**src/rtl/eh_pkg.sv**
```systemverilog
// Package: shared control-register index encoding for the exception controller.
// Assumes a 3-bit index port; unused indices read zero.
package eh_pkg;
    localparam int CR_IDX_W = 3;

    typedef enum logic [CR_IDX_W-1:0] {
        CR_STATUS  = 3'd0,
        CR_SAVED   = 3'd1,
        CR_MASK    = 3'd2,
        CR_PENDING = 3'd3,
        CR_RETADDR = 3'd4
    } cr_idx_e;

    // bit position of the global interrupt enable inside the status word
    localparam int IE_BIT = 0;
endpackage

```
**src/rtl/eh_pending.sv**
```systemverilog
// Pending view: each request line gated by its mask bit and by the
// single-step flag. Purely combinational; assumes level-sensitive lines.
module eh_pending #(
    parameter int NUM_IRQ = 32
) (
    input  logic [NUM_IRQ-1:0] irq_i,
    input  logic [NUM_IRQ-1:0] mask_i,
    input  logic               step_i,
    output logic [NUM_IRQ-1:0] pend_o,
    output logic               any_o
);
    genvar g;
    generate
        for (g = 0; g < NUM_IRQ; g++) begin : g_line
            // one gate per line: request, mask and debug suppression
            assign pend_o[g] = irq_i[g] & mask_i[g] & ~step_i;
        end
    endgenerate

    // reduction for the entry decision
    assign any_o = |pend_o;
endmodule

```
**src/rtl/eh_ctrl_regs.sv**
```systemverilog
// Control state: enable bit, saved enable bit, return address and mask.
// Entry has precedence over return and over software writes to the
// registers it touches. Assumes accept_i and eret_i are single-cycle.
module eh_ctrl_regs
    import eh_pkg::*;
#(
    parameter int XLEN    = 32,
    parameter int NUM_IRQ = 32
) (
    input  logic                clk,
    input  logic                rst_n,
    input  logic                accept_i,
    input  logic                eret_i,
    input  logic [XLEN-1:0]     next_pc_i,
    input  logic                wr_en_i,
    input  logic [CR_IDX_W-1:0] wr_idx_i,
    input  logic [XLEN-1:0]     wr_data_i,
    output logic                ie_o,
    output logic                eie_o,
    output logic [XLEN-1:0]     ea_o,
    output logic [NUM_IRQ-1:0]  mask_o
);
    logic                ie_q, eie_q;
    logic [XLEN-1:0]     ea_q;
    logic [NUM_IRQ-1:0]  mask_q;
    logic                wr_status, wr_saved, wr_mask;

    // decode the software write strobes
    always_comb begin
        wr_status = wr_en_i && (wr_idx_i == CR_STATUS);
        wr_saved  = wr_en_i && (wr_idx_i == CR_SAVED);
        wr_mask   = wr_en_i && (wr_idx_i == CR_MASK);
    end

    // enable and saved-enable bits: entry, then return, then software
    always_ff @(posedge clk) begin
        if (!rst_n) begin
            ie_q  <= 1'b0;
            eie_q <= 1'b0;
        end else if (accept_i) begin
            eie_q <= ie_q;
            ie_q  <= 1'b0;
        end else if (eret_i) begin
            ie_q  <= eie_q;
        end else begin
            if (wr_status) ie_q  <= wr_data_i[IE_BIT];
            if (wr_saved)  eie_q <= wr_data_i[IE_BIT];
        end
    end

    // return address captured only on entry
    always_ff @(posedge clk) begin
        if (!rst_n)        ea_q <= '0;
        else if (accept_i) ea_q <= next_pc_i;
    end

    // mask register, software written only
    always_ff @(posedge clk) begin
        if (!rst_n)       mask_q <= '0;
        else if (wr_mask) mask_q <= wr_data_i[NUM_IRQ-1:0];
    end

    assign ie_o   = ie_q;
    assign eie_o  = eie_q;
    assign ea_o   = ea_q;
    assign mask_o = mask_q;
endmodule

```
**src/rtl/eh_redirect.sv**
```systemverilog
// Redirect register: one-cycle pulse with the target PC, the cycle after
// an entry (fixed handler address) or a return (saved address).
module eh_redirect #(
    parameter int              XLEN     = 32,
    parameter logic [XLEN-1:0] EXC_ADDR = 32'h0000_0020
) (
    input  logic            clk,
    input  logic            rst_n,
    input  logic            accept_i,
    input  logic            eret_i,
    input  logic [XLEN-1:0] ea_i,
    output logic            redirect_o,
    output logic [XLEN-1:0] pc_o
);
    logic            vld_q;
    logic [XLEN-1:0] pc_q;

    // register the redirect; entry overrides a coincident return
    always_ff @(posedge clk) begin
        if (!rst_n) begin
            vld_q <= 1'b0;
            pc_q  <= '0;
        end else begin
            vld_q <= accept_i | eret_i;
            if (accept_i)    pc_q <= EXC_ADDR;
            else if (eret_i) pc_q <= ea_i;
        end
    end

    assign redirect_o = vld_q;
    assign pc_o       = pc_q;
endmodule

```
**src/rtl/eh_top.sv**
```systemverilog
// Exception entry controller top: decides entry, holds control state,
// serves the indexed control-register port and drives the PC redirect.
// Assumes NUM_IRQ <= XLEN so the mask fits one control word.
module eh_top
    import eh_pkg::*;
#(
    parameter int              XLEN     = 32,
    parameter int              NUM_IRQ  = 32,
    parameter logic [XLEN-1:0] EXC_ADDR = 32'h0000_0020
) (
    input  logic                clk,
    input  logic                rst_n,
    input  logic [XLEN-1:0]     next_pc_i,
    input  logic [NUM_IRQ-1:0]  irq_i,
    input  logic                trap_i,
    input  logic                eret_i,
    input  logic                step_i,
    input  logic                cr_wr_i,
    input  logic [CR_IDX_W-1:0] cr_idx_i,
    input  logic [XLEN-1:0]     cr_wdata_i,
    output logic [XLEN-1:0]     cr_rdata_o,
    output logic                redirect_o,
    output logic [XLEN-1:0]     redirect_pc_o
);
    localparam int PAD_W = XLEN - NUM_IRQ;

    logic                accept_w, ie_w, eie_w, any_w;
    logic [XLEN-1:0]     ea_w;
    logic [NUM_IRQ-1:0]  mask_w, pend_w;
    logic [XLEN-1:0]     mask_x, pend_x;

    eh_pending #(.NUM_IRQ(NUM_IRQ)) u_pend (
        .irq_i  (irq_i),
        .mask_i (mask_w),
        .step_i (step_i),
        .pend_o (pend_w),
        .any_o  (any_w)
    );

    // entry decision: trap always, interrupt when enabled and pending
    assign accept_w = trap_i | (ie_w & any_w);

    eh_ctrl_regs #(.XLEN(XLEN), .NUM_IRQ(NUM_IRQ)) u_regs (
        .clk       (clk),
        .rst_n     (rst_n),
        .accept_i  (accept_w),
        .eret_i    (eret_i),
        .next_pc_i (next_pc_i),
        .wr_en_i   (cr_wr_i),
        .wr_idx_i  (cr_idx_i),
        .wr_data_i (cr_wdata_i),
        .ie_o      (ie_w),
        .eie_o     (eie_w),
        .ea_o      (ea_w),
        .mask_o    (mask_w)
    );

    eh_redirect #(.XLEN(XLEN), .EXC_ADDR(EXC_ADDR)) u_redir (
        .clk        (clk),
        .rst_n      (rst_n),
        .accept_i   (accept_w),
        .eret_i     (eret_i),
        .ea_i       (ea_w),
        .redirect_o (redirect_o),
        .pc_o       (redirect_pc_o)
    );

    // widen the line-sized vectors to a control word
    generate
        if (PAD_W > 0) begin : g_pad
            assign mask_x = {{PAD_W{1'b0}}, mask_w};
            assign pend_x = {{PAD_W{1'b0}}, pend_w};
        end else begin : g_nopad
            assign mask_x = mask_w;
            assign pend_x = pend_w;
        end
    endgenerate

    // combinational control-register read mux
    always_comb begin
        cr_rdata_o = '0;
        case (cr_idx_i)
            CR_STATUS:  cr_rdata_o[IE_BIT] = ie_w;
            CR_SAVED:   cr_rdata_o[IE_BIT] = eie_w;
            CR_MASK:    cr_rdata_o = mask_x;
            CR_PENDING: cr_rdata_o = pend_x;
            CR_RETADDR: cr_rdata_o = ea_w;
            default:    cr_rdata_o = '0;
        endcase
    end
endmodule

```
**config.mk**
```make
export PLATFORM = sky130hd
export DESIGN_NAME = eh_top
export DESIGN_NICKNAME = d
export VERILOG_FILES = /design/src/rtl/eh_pkg.sv /design/src/rtl/eh_pending.sv /design/src/rtl/eh_ctrl_regs.sv /design/src/rtl/eh_redirect.sv /design/src/rtl/eh_top.sv
export SDC_FILE = /design/constraint.sdc
export NUM_CORES = 1
export LEC_CHECK = 0
export BUFFER_PORTS_ARGS = -buffer_cell sky130_fd_sc_hd__buf_2
export CAP_MARGIN = 20
export CORE_ASPECT_RATIO = 0.9
export CORE_MARGIN = 2
export CORE_UTILIZATION = 56
export CTS_BUF_LIST = sky130_fd_sc_hd__clkbuf_4
export DETAILED_ROUTE_END_ITERATION = 7
export GPL_TIMING_DRIVEN = 0
export PLACE_DENSITY = 0.89
export SLEW_MARGIN = 20
export SYNTH_ARGS = -nofsm -noshare
export SYNTH_HDL_FRONTEND = slang
export SYNTH_SLANG_ARGS = --single-unit
```
**constraint.sdc**
```tcl
create_clock -name clk -period 3.3 [get_ports clk]
set_input_delay 0.495 -clock clk [delete_from_list [all_inputs] [get_ports clk]]
set_output_delay 0.495 -clock clk [all_outputs]
set_load 0.02 [all_outputs]
```
==> results.md <==
* Status: completed
* Filler instances at 806
* Largest net degree at the start of global routing at 18
* Vias/cell at 6.50
* Crit Path Category: in2out
* DRT Pass-1 Iters at 5
* Reg power frac at 52.4%
* DRC violations left at 0
* Pins Over Slew Limit at 0
* Vias in the first global route at 5942
* CP endpoint kind: primary output
* RSZ-0062 raised after global routing: false
* Port buffer count at 168
* WP data required at 2.80 ns
* H-tree levels at 3
* Die X at 108 microns
* Min cycle time layout at 2.70 ns
* Clock power share at 27.0%
* Final Setup Violations at 0
* Clk root buf: clkbuf_4
* Maxcap violations at 0
* GRT Residual Overflow at 0
* Max frequency at 370 MHz
* Worst EP arrival at 2.21 ns
* Layout Nets at 949
* Layout cells sized above 1 at 24.0%
* Fin Setup TNS at 0 ns
* Post-synth top area cell: dfxtp_1
* Routability congestion estimate at 0.984
* Initial antenna violation count at 0
* FP Rows at 34
* Area contributors post-synth: dfxtp_1, nand4_1, mux2i_1
* Worst Skew at 0.0169 ns
* TritonCTS Sinks at 99
* Gr usage total at 37.2%
* Worst skew pair latency at 0.47 ns
* I/O Pins at 170
* FF+latch count, synth at 99
* Hold-fix buffers at CTS at 0
* Combinational Power Share at 20.6%
* Dpl hpwl at 14.9 mm
* N_diodes at 0
* Drt initial violations at 590
* Initial Util at 57.0%
* Drt wl/cell at 20.3 microns
* Sw Ratio at 33.1%
* Count leader, synth: dfxtp_1
* Most instantiated cells after synthesis: dfxtp_1, nand2_1, nand4_1
* Yosys warning total at 0
* Pint at 1.68 mW
* Peak VDD IR at 270 uV
* Hold Crit Class: in2reg
* Fin crit share at 81.9%
* Post-synth EDFFs at 0
* Clock Tree Buf Depth at 2
* Leak at 2.88 nW
* Fin util at 68.9%
* Die Y-Extent at 97.4 microns
* Distinct cells, synth at 37
* Hold Fails Final Rpt at 0
* Cts bufs inserted at 9
* Sequential area share after synthesis at 36.5%
* Worst setup SP type: input pin
* Slew headroom at 45.7%
* Cts repair resizes at 0
* Mapped Cells at 665
* Area Overhead vs Synth at 21.0%
* Post-Syn Nets at 770
* CP most frequent cell: buf_2
* # Post-CTS Setup Buffers at 0
* Antenna Nets Post-Route at 0
* CTS clock-pin slew for the worst setup and hold paths at 0.16 ns
* Asr flop ratio synth at 0%
* Sw Pwr at 0.832 mW
* Main flop type after synthesis: dfxtp_1
* Routed WL at 19.8 mm
* Avg Cell Area, Syn at 8.16 sq um
* Share of the synthesized area in the top cell type at 36.5%
* CTS tree: done
* Hold slack at 0.241 ns
* Via count at 6337
* Tightest Pin Transition at 0.814 ns
* Biggest cell delay along the critical path at 0.45 ns
* Critical path's slowest cell: buf_1
* Die ar. at 10500 sq um
* Core footprint at 9530 sq um
* Pwr/cell area at 382 nW/um^2
* CP max FO at 10
* First-pass GRT wire length at 30.7 mm
* Post-synthesis instance area at 5430 sq um
* Cell Chain, Critical Path: buf_2, nor2b_1, buf_4, nor2b_1, buf_2, buf_1, a21o_1, a22o_1, buf_2
## layout make-up
type	instances	area, sq um	share of cell area [%]
plain buffers	77	335	5.10
clock buffers	9	67.6	1.03
clock inverters	7	73.8	1.12
inverters	17	63.8	0.971
multi-input cells	472	3050	46.4
flip-flops and latches	99	1980	30.2
well taps	126	158	2.40
repair buffers	168	841	12.8
## worst max-delay path, delay by kind of cell
| family | cells | cell delay (ns) |
|---|---|---|
| buf+inv | 5 | 1.14 |
| simple gates | 2 | 0.28 |
| compound gates | 2 | 0.28 |
## metrics by stage
stage | total power, mW | setup WS (ns) | instance area [sq um] | instances
after global placement | 1.82 | 0.674 | 6430 | 959
after global routing | 2.59 | 0.436 | 6570 | 975
after CTS | 2.49 | 0.633 | 6570 | 975
final | 2.51 | 0.597 | 6570 | 975
after detailed placement | 1.84 | 0.637 | 6430 | 959
after floorplan | 1.62 | 1.16 | 5430 | 665
## worst paths after layout
check                           cells after the start          endpoint         startpoint  slack, ns
worst max-delay path                                9    cr_rdata_o[24]        cr_idx_i[1]       0.60
worst min register to register                      2  u_regs.mask_o[2]   u_regs.mask_o[2]       0.49
worst max register to register                      6  u_redir.pc_o[11]  u_regs.mask_o[13]       1.10
worst min-delay path                                3  u_regs.mask_o[1]      cr_wdata_i[1]       0.24
## cell families (layout without fill, tap and decap cells)
logic type | Yosys count | in the layout | synth area share [%]
and+or+nand+nor | 284 | 284 | 27.6
DFF | 99 | 99 | 36.5
buffers and inverters | 94 | 278 | 7.35
AOI/OAI and AO/OA | 153 | 153 | 22.1
muxes | 35 | 35 | 6.48
## layout by cell type (no fill, tap or decap), types with 15 or more instances in the layout
cell | Yosys | layout
buf_2 | 7 | 175
dfxtp_1 | 99 | 99
nand2_1 | 71 | 71
nand4_1 | 67 | 67
nand3_1 | 64 | 64
clkbuf_1 | 60 | 60
nor2b_1 | 35 | 35
mux2i_1 | 34 | 34
nor3_1 | 32 | 32
o2111ai_1 | 32 | 32
o21ai_0 | 18 | 18
inv_1 | 17 | 17
a21o_1 | 17 | 17
a22o_1 | 16 | 16
a21boi_0 | 16 | 16
a21boi_1 | 16 | 16
a32o_1 | 15 | 15
## metal layers
metal	wire length (microns)	GRT usage, %	share of wire (%)	vias up
met3	2350	9.12	12	78
li1	-	-	-	2853
met1	7680	49.6	39	2944
met5	0	0	0	-
met2	8940	56.9	45	462
met4	826	16.5	4.2	0
## state kept, by name, summed over array words and instances, names as in the netlist
| signal | count |
|---|---|
| u_regs.ie_o | 1 |
| u_redir.pc_o | 32 |
| u_regs.mask_o | 32 |
| u_redir.redirect_o | 1 |
| u_regs.eie_o | 1 |
| u_regs.ea_o | 32 |
## power by group through the flow
stage / Sequential (mW) / Clock (mW) / Combinational [mW]
2_1_floorplan: 1.32 / 0 / 0.300
3_3_place_gp: 1.34 / 0 / 0.485
3_5_place_dp: 1.34 / 0 / 0.500
4_1_cts: 1.31 / 0.676 / 0.503
5_1_grt: 1.32 / 0.723 / 0.553
6_report: 1.32 / 0.678 / 0.518
Note: power is estimated with default switching activity, not from simulation.
